===== src/rtl/tagrt_pkg.sv =====
package tagrt_pkg;
  localparam int NSRC = 3;
  localparam int NOUT = 3;
  // output bit positions: 0 attachment, 1 left, 2 right
  localparam int O_ATT = 0;
  localparam int O_LFT = 1;
  localparam int O_RGT = 2;

  typedef enum logic [1:0] {SRC_ATT = 2'd0, SRC_LFT = 2'd1, SRC_RGT = 2'd2} src_e;

  // Which outputs a granted event must reach.
  function automatic logic [NOUT-1:0] route_mask(src_e src, logic loc, logic hit,
                                                 logic edge_node, logic lend, logic rend);
    logic [NOUT-1:0] m;
    m = '0;
    unique case (src)
      SRC_ATT: begin
        if (loc && !edge_node) m[O_ATT] = 1'b1;
        else begin
          m[O_LFT] = !lend;
          m[O_RGT] = !rend;
        end
      end
      SRC_LFT: begin
        m[O_RGT] = !rend;
        m[O_ATT] = hit;
      end
      default: begin
        m[O_LFT] = !lend;
        m[O_ATT] = hit;
      end
    endcase
    return m;
  endfunction
endpackage


===== src/rtl/tagrt_table.sv =====
module tagrt_table #(
  parameter int TAG_W = 6
) (
  input  logic             clk,
  input  logic             rst_n,
  input  logic             wr_en,
  input  logic [TAG_W-1:0] wr_tag,
  input  logic             wr_val,
  input  logic [TAG_W-1:0] rd_tag,
  output logic             rd_hit
);
  localparam int DEPTH = 1 << TAG_W;
  logic [DEPTH-1:0] member;

  always_ff @(posedge clk or negedge rst_n) begin
    if (!rst_n) member <= '0;
    else if (wr_en) member[wr_tag] <= wr_val;
  end

  assign rd_hit = member[rd_tag];
endmodule


===== src/rtl/tagrt_rr_arb.sv =====
module tagrt_rr_arb #(
  parameter int N = 3
) (
  input  logic         clk,
  input  logic         rst_n,
  input  logic [N-1:0] req,
  input  logic         en,
  output logic [N-1:0] grant
);
  localparam int PW = (N > 1) ? $clog2(N) : 1;
  logic [PW-1:0] last_q;
  logic [PW-1:0] win;

  always_comb begin
    grant = '0;
    win   = last_q;
    for (int k = 1; k <= N; k++) begin
      int idx;
      idx = (int'(last_q) + k) % N;
      if (en && req[idx] && grant == '0) begin
        grant[idx] = 1'b1;
        win        = idx[PW-1:0];
      end
    end
  end

  always_ff @(posedge clk or negedge rst_n) begin
    if (!rst_n) last_q <= PW'(N - 1);
    else if (|grant) last_q <= win;
  end
endmodule


===== src/rtl/tagrt_fork.sv =====
module tagrt_fork #(
  parameter int TAG_W = 6,
  parameter int NOUT  = 3
) (
  input  logic            clk,
  input  logic            rst_n,
  input  logic            load,
  input  logic [NOUT-1:0] load_mask,
  input  logic [TAG_W-1:0] load_tag,
  input  logic [NOUT-1:0] out_ready,
  output logic [NOUT-1:0] out_valid,
  output logic [TAG_W-1:0] out_tag,
  output logic            room
);
  logic [NOUT-1:0] pend_q;
  logic [TAG_W-1:0] tag_q;
  logic [NOUT-1:0] taken;
  logic [NOUT-1:0] still;

  assign taken = pend_q & out_ready;
  assign still = pend_q & ~taken;
  assign room  = (still == '0);

  always_ff @(posedge clk or negedge rst_n) begin
    if (!rst_n) begin
      pend_q <= '0;
      tag_q  <= '0;
    end else if (room) begin
      pend_q <= load ? load_mask : '0;
      if (load) tag_q <= load_tag;
    end else begin
      pend_q <= still;
    end
  end

  assign out_valid = pend_q;
  assign out_tag   = tag_q;
endmodule


===== src/rtl/tagrt_node.sv =====
module tagrt_node
  import tagrt_pkg::*;
#(
  parameter int TAG_W     = 6,
  parameter bit EDGE_NODE = 1'b0,
  parameter bit LEFT_END  = 1'b0,
  parameter bit RIGHT_END = 1'b0
) (
  input  logic             clk,
  input  logic             rst_n,
  input  logic             cfg_we,
  input  logic [TAG_W-1:0] cfg_tag,
  input  logic             cfg_set,
  input  logic             att_in_valid,
  output logic             att_in_ready,
  input  logic [TAG_W-1:0] att_in_tag,
  input  logic             att_in_local,
  output logic             att_out_valid,
  input  logic             att_out_ready,
  output logic [TAG_W-1:0] att_out_tag,
  input  logic             lft_in_valid,
  output logic             lft_in_ready,
  input  logic [TAG_W-1:0] lft_in_tag,
  output logic             lft_out_valid,
  input  logic             lft_out_ready,
  output logic [TAG_W-1:0] lft_out_tag,
  input  logic             rgt_in_valid,
  output logic             rgt_in_ready,
  input  logic [TAG_W-1:0] rgt_in_tag,
  output logic             rgt_out_valid,
  input  logic             rgt_out_ready,
  output logic [TAG_W-1:0] rgt_out_tag
);
  // named internal events, observed by the bound checker
  logic [NSRC-1:0] req;
  logic [NSRC-1:0] grant;
  logic            room;
  logic            ev_accept;
  src_e            ev_src;
  logic [TAG_W-1:0] ev_tag;
  logic            ev_hit;
  logic [NOUT-1:0] ev_mask;
  logic [NOUT-1:0] fk_valid;
  logic [NOUT-1:0] fk_ready;
  logic [TAG_W-1:0] fk_tag;

  assign req = {rgt_in_valid, lft_in_valid, att_in_valid};

  tagrt_rr_arb #(.N(NSRC)) u_arb (
    .clk(clk), .rst_n(rst_n), .req(req), .en(room), .grant(grant)
  );

  assign att_in_ready = grant[SRC_ATT];
  assign lft_in_ready = grant[SRC_LFT];
  assign rgt_in_ready = grant[SRC_RGT];
  assign ev_accept    = |grant;

  always_comb begin
    ev_src = SRC_ATT;
    ev_tag = att_in_tag;
    if (grant[SRC_LFT]) begin
      ev_src = SRC_LFT;
      ev_tag = lft_in_tag;
    end else if (grant[SRC_RGT]) begin
      ev_src = SRC_RGT;
      ev_tag = rgt_in_tag;
    end
  end

  tagrt_table #(.TAG_W(TAG_W)) u_tbl (
    .clk(clk), .rst_n(rst_n), .wr_en(cfg_we), .wr_tag(cfg_tag), .wr_val(cfg_set),
    .rd_tag(ev_tag), .rd_hit(ev_hit)
  );

  assign ev_mask = route_mask(ev_src, att_in_local, ev_hit, EDGE_NODE, LEFT_END, RIGHT_END);

  assign fk_ready = {rgt_out_ready, lft_out_ready, att_out_ready};

  tagrt_fork #(.TAG_W(TAG_W), .NOUT(NOUT)) u_fork (
    .clk(clk), .rst_n(rst_n), .load(ev_accept), .load_mask(ev_mask), .load_tag(ev_tag),
    .out_ready(fk_ready), .out_valid(fk_valid), .out_tag(fk_tag), .room(room)
  );

  assign att_out_valid = fk_valid[O_ATT];
  assign lft_out_valid = fk_valid[O_LFT];
  assign rgt_out_valid = fk_valid[O_RGT];
  assign att_out_tag   = fk_tag;
  assign lft_out_tag   = fk_tag;
  assign rgt_out_tag   = fk_tag;
endmodule


===== config.mk =====
export PLATFORM = sky130hd
export DESIGN_NAME = tagrt_node
export DESIGN_NICKNAME = d
export VERILOG_FILES = /design/src/rtl/tagrt_pkg.sv /design/src/rtl/tagrt_table.sv /design/src/rtl/tagrt_rr_arb.sv /design/src/rtl/tagrt_fork.sv /design/src/rtl/tagrt_node.sv
export SDC_FILE = /design/constraint.sdc
export NUM_CORES = 1
export LEC_CHECK = 0
export BUFFER_PORTS_ARGS = -buffer_cell sky130_fd_sc_hd__buf_2
export CAP_MARGIN = 20
export CORE_MARGIN = 5
export CORE_UTILIZATION = 53
export CTS_CLUSTER_SIZE = 25
export DETAILED_ROUTE_END_ITERATION = 7
export HOLD_SLACK_MARGIN = 0.08
export PLACE_DENSITY = 0.77
export SLEW_MARGIN = 15
export SYNTH_ARGS = -nofsm -noshare
export SYNTH_HDL_FRONTEND = slang
export SYNTH_HIERARCHICAL = 1
export SYNTH_SLANG_ARGS = --single-unit

===== constraint.sdc =====
create_clock -name clk -period 4.3 [get_ports clk]
set_input_delay 0.215 -clock clk [delete_from_list [all_inputs] [get_ports clk]]
set_output_delay 0.215 -clock clk [all_outputs]
set_load 0.02 [all_outputs]

Word-level counts from Yosys, hierarchy flattened
Cells that the tools add are included.
Cells by class
  div/mod/pow operators: 3
  $mul: 0
  magnitude comparators: 9
  reduce and logical (&&, ||, !) cells: 17
  shifts and indexed selects: 0
  bitwise operators: 5
  add/sub/neg operators: 3
  eq/ne operators: 1
  muxes and demuxes: 37
Operator list (count)
  $ge A32 B1 Y1 const B: 3
  $lt A32 B4 Y1 const B: 3
  $mod A32 B3 Y32 const B: 3
  $bwmux W64: 1
  $mux W3: 5
  $lt A6 B7 Y1 const B: 2
  $mux W1: 13
  $mux W2: 6
  $mux W6: 2
  $logic_and A1 B1 Y1: 9
  $logic_not A3 Y1: 3
  $add A2 B2 Y3 const B: 2
  $and A3 B3 Y3: 2
  $bmux W1 S2: 3
  $bmux W1 S6: 1
  $demux W1 S2: 3
  $demux W1 S6: 1
  $ge A6 B1 Y1 const B: 1
  $or A3 B3 Y3: 2
  $pmux W1 S2: 2
  $reduce_and A2 Y1: 2
  $add A2 B1 Y3 const B: 1
  $not A3 Y3: 1
  $reduce_bool A3 Y1: 1
  3 further kinds: 3
Word-level totals
  register bits after elaboration: 75
  logic and storage cells: 79
  input bits: 35
  latch bits: 0
  memory bits (writable): 0
  memories kept: 0
  bits in read-only memories: 0

Longest topological paths before layout
  word-level depth: 20
  mapped depth: 20
  mapped depth without buffers: 16

Modules after synthesis
The synthesis kept the hierarchy.
Modules (own cells, without submodules)
  tagrt_table: area an instance 3350.7 um^2, cells an instance 277, times used 1
  tagrt_rr_arb: area an instance 490.5 um^2, cells an instance 61, times used 1
  tagrt_fork: area an instance 401.6 um^2, cells an instance 26, times used 1
  tagrt_node: area an instance 262.8 um^2, cells an instance 38, times used 1

Worst setup path after synthesis
OpenSTA, ideal clock, no wires.
  kind: reg-to-reg
  from: register u_arb.last_q[1]
  to: register u_fork.pend_q[0], in the netlist u_fork/out_valid[0]
  library setup time: 0.128 ns
  required time: 4.172 ns
  arrival time: 4.490 ns
  setup slack: -0.318 ns
  cell stages (with the launch flop): 21
  cells stage by stage: dfstp_2 -> inv_1 -> ha_1 -> buf_6 -> mux2_4 -> a22o_1 -> a41o_1 -> nor3_1 -> a22o_1 -> buf_6 -> mux2i_1 -> o21ai_0 -> buf_6 -> buf_2 -> mux4_2 -> a221oi_1 -> a21oi_1 -> a32o_1 -> mux2_4 -> inv_1 -> o21ai_0
Between the ends
  cells in the longest elaborated chain, start to end: 20
  elaborated cells between the ends (all ways): 53
  classes of those cells: 3 x add/sub; 3 x div; 6 x order compare; 27 x mux; 2 x bitwise; 12 x reduce/logical
Ends and longest elaborated chain
  start: declaration: line tagrt_rr_arb.sv:11  | logic [PW-1:0] last_q;
  start signal: assignment: line tagrt_rr_arb.sv:28  | if (!rst_n) last_q <= PW'(N - 1);
  start signal: assignment: line tagrt_rr_arb.sv:29  | else if (|grant) last_q <= win;
  $add A2 B1 Y3: line tagrt_rr_arb.sv:19  | idx = (int'(last_q) + k) % N;
  $mod A32 B3 Y32: line tagrt_rr_arb.sv:19
  $ge A32 B1 Y1 (not written as such) (tied with other cells): line tagrt_rr_arb.sv:21  | grant[idx] = 1'b1;
  $logic_and A1 B1 Y1 (not written as such) or $mux W1 (tied branches): line tagrt_rr_arb.sv:21, tagrt_rr_arb.sv:20
  $mux W1 (on tied branches): line tagrt_rr_arb.sv:21, tagrt_rr_arb.sv:20
  $demux W1 S2 or $logic_and A1 B1 Y1 (tied branches)
  $mux W3: line tagrt_rr_arb.sv:20  | if (en && req[idx] && grant == '0) begin
  $logic_not A3 Y1: line tagrt_rr_arb.sv:20
  (+5 left out)
  via rgt_in_ready: line tagrt_node.sv:28  | output logic rgt_in_ready,
  (+2 left out)
  via ev_tag[0]: line tagrt_node.sv:40  | logic [TAG_W-1:0] ev_tag;
  $bmux W1 S6 (*): line tagrt_table.sv:20  | assign rd_hit = member[rd_tag];
  $mux W1 (not written as such) (*): line tagrt_table.sv:20
  via ev_hit: line tagrt_node.sv:41  | logic ev_hit;
  $mux W1 (*): line tagrt_pkg.sv:16  | unique case (src)
  via ev_mask[0]: line tagrt_node.sv:42  | logic [NOUT-1:0] ev_mask;
  $mux W3 (*): line tagrt_fork.sv:29  | pend_q <= load ? load_mask : '0;
  $mux W3 (*): line tagrt_fork.sv:28  | end else if (room) begin
  end signal: assignment: line tagrt_fork.sv:29
  end signal: assignment: line tagrt_fork.sv:32  | pend_q <= still;
  end: declaration: line tagrt_fork.sv:15  | logic [NOUT-1:0] pend_q;
Mark *: on every way through the listed nets, which the timed path passes. The rest lies on a longest branch. The select of a mux whose other input is x is not followed.
A chain may end at the register's enable or synchronous reset.

Final worst setup path
  from: register u_arb.last_q[1]
  to: register u_fork.pend_q[0], in the netlist u_fork/out_valid[0]
Between the ends
  cells in the longest elaborated chain, start to end: 20
  elaborated cells between the ends (all ways): 53
  classes of those cells: 3 x add/sub; 3 x div; 6 x order compare; 27 x mux; 2 x bitwise; 12 x reduce/logical
Ends and longest elaborated chain (line)
  $add A2 B1 Y3: tagrt_rr_arb.sv:19
  $mod A32 B3 Y32: tagrt_rr_arb.sv:19
  $ge A32 B1 Y1 (not written as such) (tied with other cells): tagrt_rr_arb.sv:21
  $logic_and A1 B1 Y1 (not written as such) or $mux W1 (tied branches): tagrt_rr_arb.sv:21, tagrt_rr_arb.sv:20
  $mux W1 (on tied branches): tagrt_rr_arb.sv:21, tagrt_rr_arb.sv:20
  $demux W1 S2 or $logic_and A1 B1 Y1 (tied branches)
  $mux W3: tagrt_rr_arb.sv:20
  $logic_not A3 Y1: tagrt_rr_arb.sv:20
  (+7 left out)
  via ev_tag[0]: tagrt_node.sv:40
  $bmux W1 S6 (*): tagrt_table.sv:20
  $mux W1 (not written as such) (*): tagrt_table.sv:20
  via ev_hit: tagrt_node.sv:41
  $mux W1 (*): tagrt_pkg.sv:16
  via ev_mask[0]: tagrt_node.sv:42
  $mux W3 (*): tagrt_fork.sv:29
  $mux W3 (*): tagrt_fork.sv:28
Marks and branches as above.

==> impl_results.md <==
- Pins Over Slew Limit: 0
- DR pass1 iterations: 6
- Pre-CTS worst setup slack: -88.7 ps
- Setup crit end kind: flip-flop
- Drt wl/cell: 18.0 um
- Num CTS Buffers: 9
- Worst Max-Slew Pin Slew: 952 ps
- Comb pwr share: roughly three fifths
- Minimum clock period: between 4000 and 5000 ps
- Metal-1 WL: ~4.6 mm
- DR top layer: met4
- Slew HR: between 30% and 40%
- Initial Util: 54.6%
- First-pass GRT wire length: approximately 17 mm
- Initial antenna violation count: 0
- Status: finished clean
- Clk sinks: between 70 and 80
- Num rows: 33
- Leakage: ~2.4 nW
- Largest net degree at the start of global routing: 65
- Routed wl met3: 864 um
- Synth warnings: 6
- Clock-pin transition on the worst setup and hold timing paths: ~80 ps
- TNS Setup: 0 ps
- DP HPWL: approximately 7.3 mm
- Placer Congestion: 0.851
- GRT overflow: 0
- Mapped Cells: approximately 400
- Vias in the first global route: around 3300
- Vias per cell: a little under 6
- Worst skew pair latency: 340 ps
- Total number of vias: 3385
- ANT cells: 0
- Deepest clock path buffer count: 2
- Crit-path max FO: 7
- Syn avg cell area: about 11 sq um
- Die H: 102 um
- Switch Pwr: 1.45 mW
- Fraction of registers with async set/reset: 100%
- Most common flop cell mapped by yosys: dfrtp_1
- Setup CP Type: reg2reg
- Total Wirelength: around 10 mm
- I/O Pins: 59
- Power Density: between 700 and 800 mW/mm^2
- Seq cells post-synth: 75
- Clock Skews: approximately 6.0 ps
- Final net count: between 500 and 600
- Post-synth EDFFs: 0
- Clock Power Share: around 14%
- Root Driver: clkbuf_8
- Setup WS post-layout: ~130 ps
- Maximum VDD drop: about 0.00032 V
- Syn nets: around 440
- Antenna viol nets, final: 0
- Part of the power in registers: roughly a quarter
- CTS tree: done
- Max_cap viols: 0
- DRC violation total after the first TritonRoute iteration: between 150 and 200
- H-tree depth: 3
- Layout cells sized above 1: 47.1%
- Die area: 0.0104 sq mm
- Sequential cell area fraction in the yosys report: a little over two fifths
- CP required: around 4500 ps
- Int Power: between 2 and 2.5 mW
- Final period util: between 90% and 100%
- CP Launch Type: flip-flop
- RSZ-0062 raised after global routing: yes
- Port Buffers: 58
- Worst min-delay path class: in2reg
- Overall Global Routing Usage: about a fifth
- Core area: between 0.008 and 0.009 sq mm
- Area Growth Syn to Fin: 17.3%
- Final Hold Viols: 0
- Drt drc: 0
- Worst Path Arrival: 4400 ps
- Yosys cell types: 59
- Fmax: 240 MHz
- Die Wd: around 100 um
- Sw Ratio: between 30% and 40%
- WL met2: between 4 and 5 mm
- Final setup fails: 0
- Area of the mapped netlist: between 0.004 and 0.005 sq mm
- Hold WS: 188 ps
==> worst max-delay path: stages, from the launching register on <==
cell and delay, ps:
dfstp_2 600, inv_4 50, ha_4 160, buf_6 110, and4b_2 290, a22o_1 170, a41o_1 150, nor3_2 60
a22o_4 250, mux2i_4 190, o21ai_4 170, buf_12 140, buf_4 190, mux4_2 510, a22oi_1 300, nand3_1 120
a32o_1 210, mux2_4 270, inv_2 50, o21ai_1 40
==> area by class of cell <==
cell class,count,area (sq um)
Sequential cell,75,1880
Clock buffer,11,141
Timing Repair Buffer,88,558
Tap cell,105,131
Inverter,8,32.5
Multi-Input combinational cell,284,2490
Fill cell,644,2970
Clock inverter,5,52.6
==> cell usage in the layout (no fill, tap or decap), types with 3 or more instances in the layout <==
master	netlist	routed
dfrtp_1	74	74
mux2_2	64	64
buf_2	4	58
nor2_1	49	48
nand2_1	40	39
buf_4	13	23
mux4_2	12	15
clkbuf_8	0	10
mux2_4	8	8
mux2i_1	10	7
nor2b_1	7	7
inv_1	8	6
nand3_1	5	5
or3_1	4	4
o21ai_0	10	4
buf_6	3	4
o21ai_1	0	3
a21oi_1	3	3
clkinv_2	0	3
and3b_1	3	3
nor3_1	4	3
nand4_1	3	3
a22oi_1	4	3
nand2b_1	4	3
or2_2	3	3
==> state kept, by name, summed over array words and instances, names as in the netlist <==
name / flops
u_tbl/member: 64
u_fork/out_tag: 6
u_fork/out_valid: 3
u_arb/last_q: 2
==> synth_stat cells (2+ instances only) <==
| cell | n | area, sq um |
|---|---|---|
| buf_4 | 13 | 97.6 |
| clkbuf_1 | 14 | 52.6 |
| o21ai_0 | 10 | 50.1 |
| mux2i_1 | 10 | 100 |
| nand3b_1 | 2 | 15.0 |
| or3b_2 | 2 | 17.5 |
| or3_1 | 4 | 25.0 |
| and3_1 | 2 | 12.5 |
| nor2_1 | 49 | 184 |
| nand2b_2 | 2 | 17.5 |
| mux4_1 | 5 | 131 |
| nand2_1 | 40 | 150 |
| a31oi_1 | 2 | 12.5 |
| a21oi_1 | 3 | 15.0 |
| o21bai_1 | 2 | 15.0 |
| a22oi_1 | 4 | 30.0 |
| and2_1 | 2 | 12.5 |
| nand2b_1 | 4 | 25.0 |
| nor3b_1 | 2 | 15.0 |
| and3b_1 | 3 | 26.3 |
| buf_6 | 3 | 33.8 |
| nor3_1 | 4 | 20.0 |
| inv_1 | 8 | 30.0 |
| nor2b_1 | 7 | 43.8 |
| nand4_1 | 3 | 18.8 |
| buf_2 | 4 | 20.0 |
| mux4_2 | 12 | 270 |
| dfrtp_1 | 74 | 1850 |
| a22o_1 | 2 | 17.5 |
| mux2_4 | 8 | 120 |
| ha_1 | 4 | 50.1 |
| a221oi_1 | 2 | 17.5 |
| nand3_1 | 5 | 25.0 |
| mux2_2 | 64 | 721 |
| or2_2 | 3 | 18.8 |
==> stage by stage <==
step | total power [mW] | instances | util (%) | cell area (sq um)
after CTS | 3.51 | 569 | 62.1 | 5130
after detailed placement | 2.96 | 552 | 59.5 | 4920
after global placement | 2.91 | 552 | 59.5 | 4920
after global routing | 3.96 | 576 | 64.0 | 5290
after floorplan | 2.48 | 402 | - | 4530
final | 3.72 | 576 | 64.0 | 5290
==> power groups by stage <==
stage / Combinational, mW / Sequential, mW / Clock [mW]
2_1_floorplan: 1.50 / 0.977 / 0
3_3_place_gp: 1.97 / 0.940 / 0
3_5_place_dp: 2.01 / 0.948 / 0
4_1_cts: 2.03 / 0.935 / 0.547
5_1_grt: 2.43 / 0.952 / 0.577
6_report: 2.25 / 0.939 / 0.532
==> worst paths after layout <==
path,from,end,slack (ps),depth (start not counted)
setup / recovery,u_arb/last_q[1]$_DFFE_PN1P_,u_fork/out_valid[0]$_DFF_PN0_,130,19
hold / removal,lft_out_ready,u_fork/out_valid[1]$_DFF_PN0_,190,3
setup reg to reg,u_arb/last_q[1]$_DFFE_PN1P_,u_fork/out_valid[0]$_DFF_PN0_,130,19
hold reg to reg,u_tbl/member[18]$_DFFE_PN0P_,u_tbl/member[18]$_DFFE_PN0P_,510,1
max in group asynchronous,rst_n,u_tbl/member[12]$_DFFE_PN0P_,2870,3
min in group asynchronous,rst_n,u_fork/out_tag[5]$_DFFE_PN0P_,380,2
==> per-layer routing <==
layer  vias up  global-route usage [%]
li1       1562                       -
met1      1671                    29.2
met2       142                    31.6
met3        10                    5.53
met4         0                    4.44
met5         -                       0
==> cell families after synthesis <==
family                     synth area share [%]
buffers and inverters                      5.28
DFF                                        41.7
muxes                                      29.8
and+or+nand+nor                            16.1
adders and majority gates                  1.11
AOI/OAI and AO/OA                          6.05
==> what timing repair did <==
action,CTS,global route
gates resized for setup,2,22
hold buffers,1,0
hold endpoints to repair,21,0
setup buffers,0,7
pin swaps,1,9
endpoints found under the setup margin,1,1
Note: power is estimated with default switching activity, not from simulation.
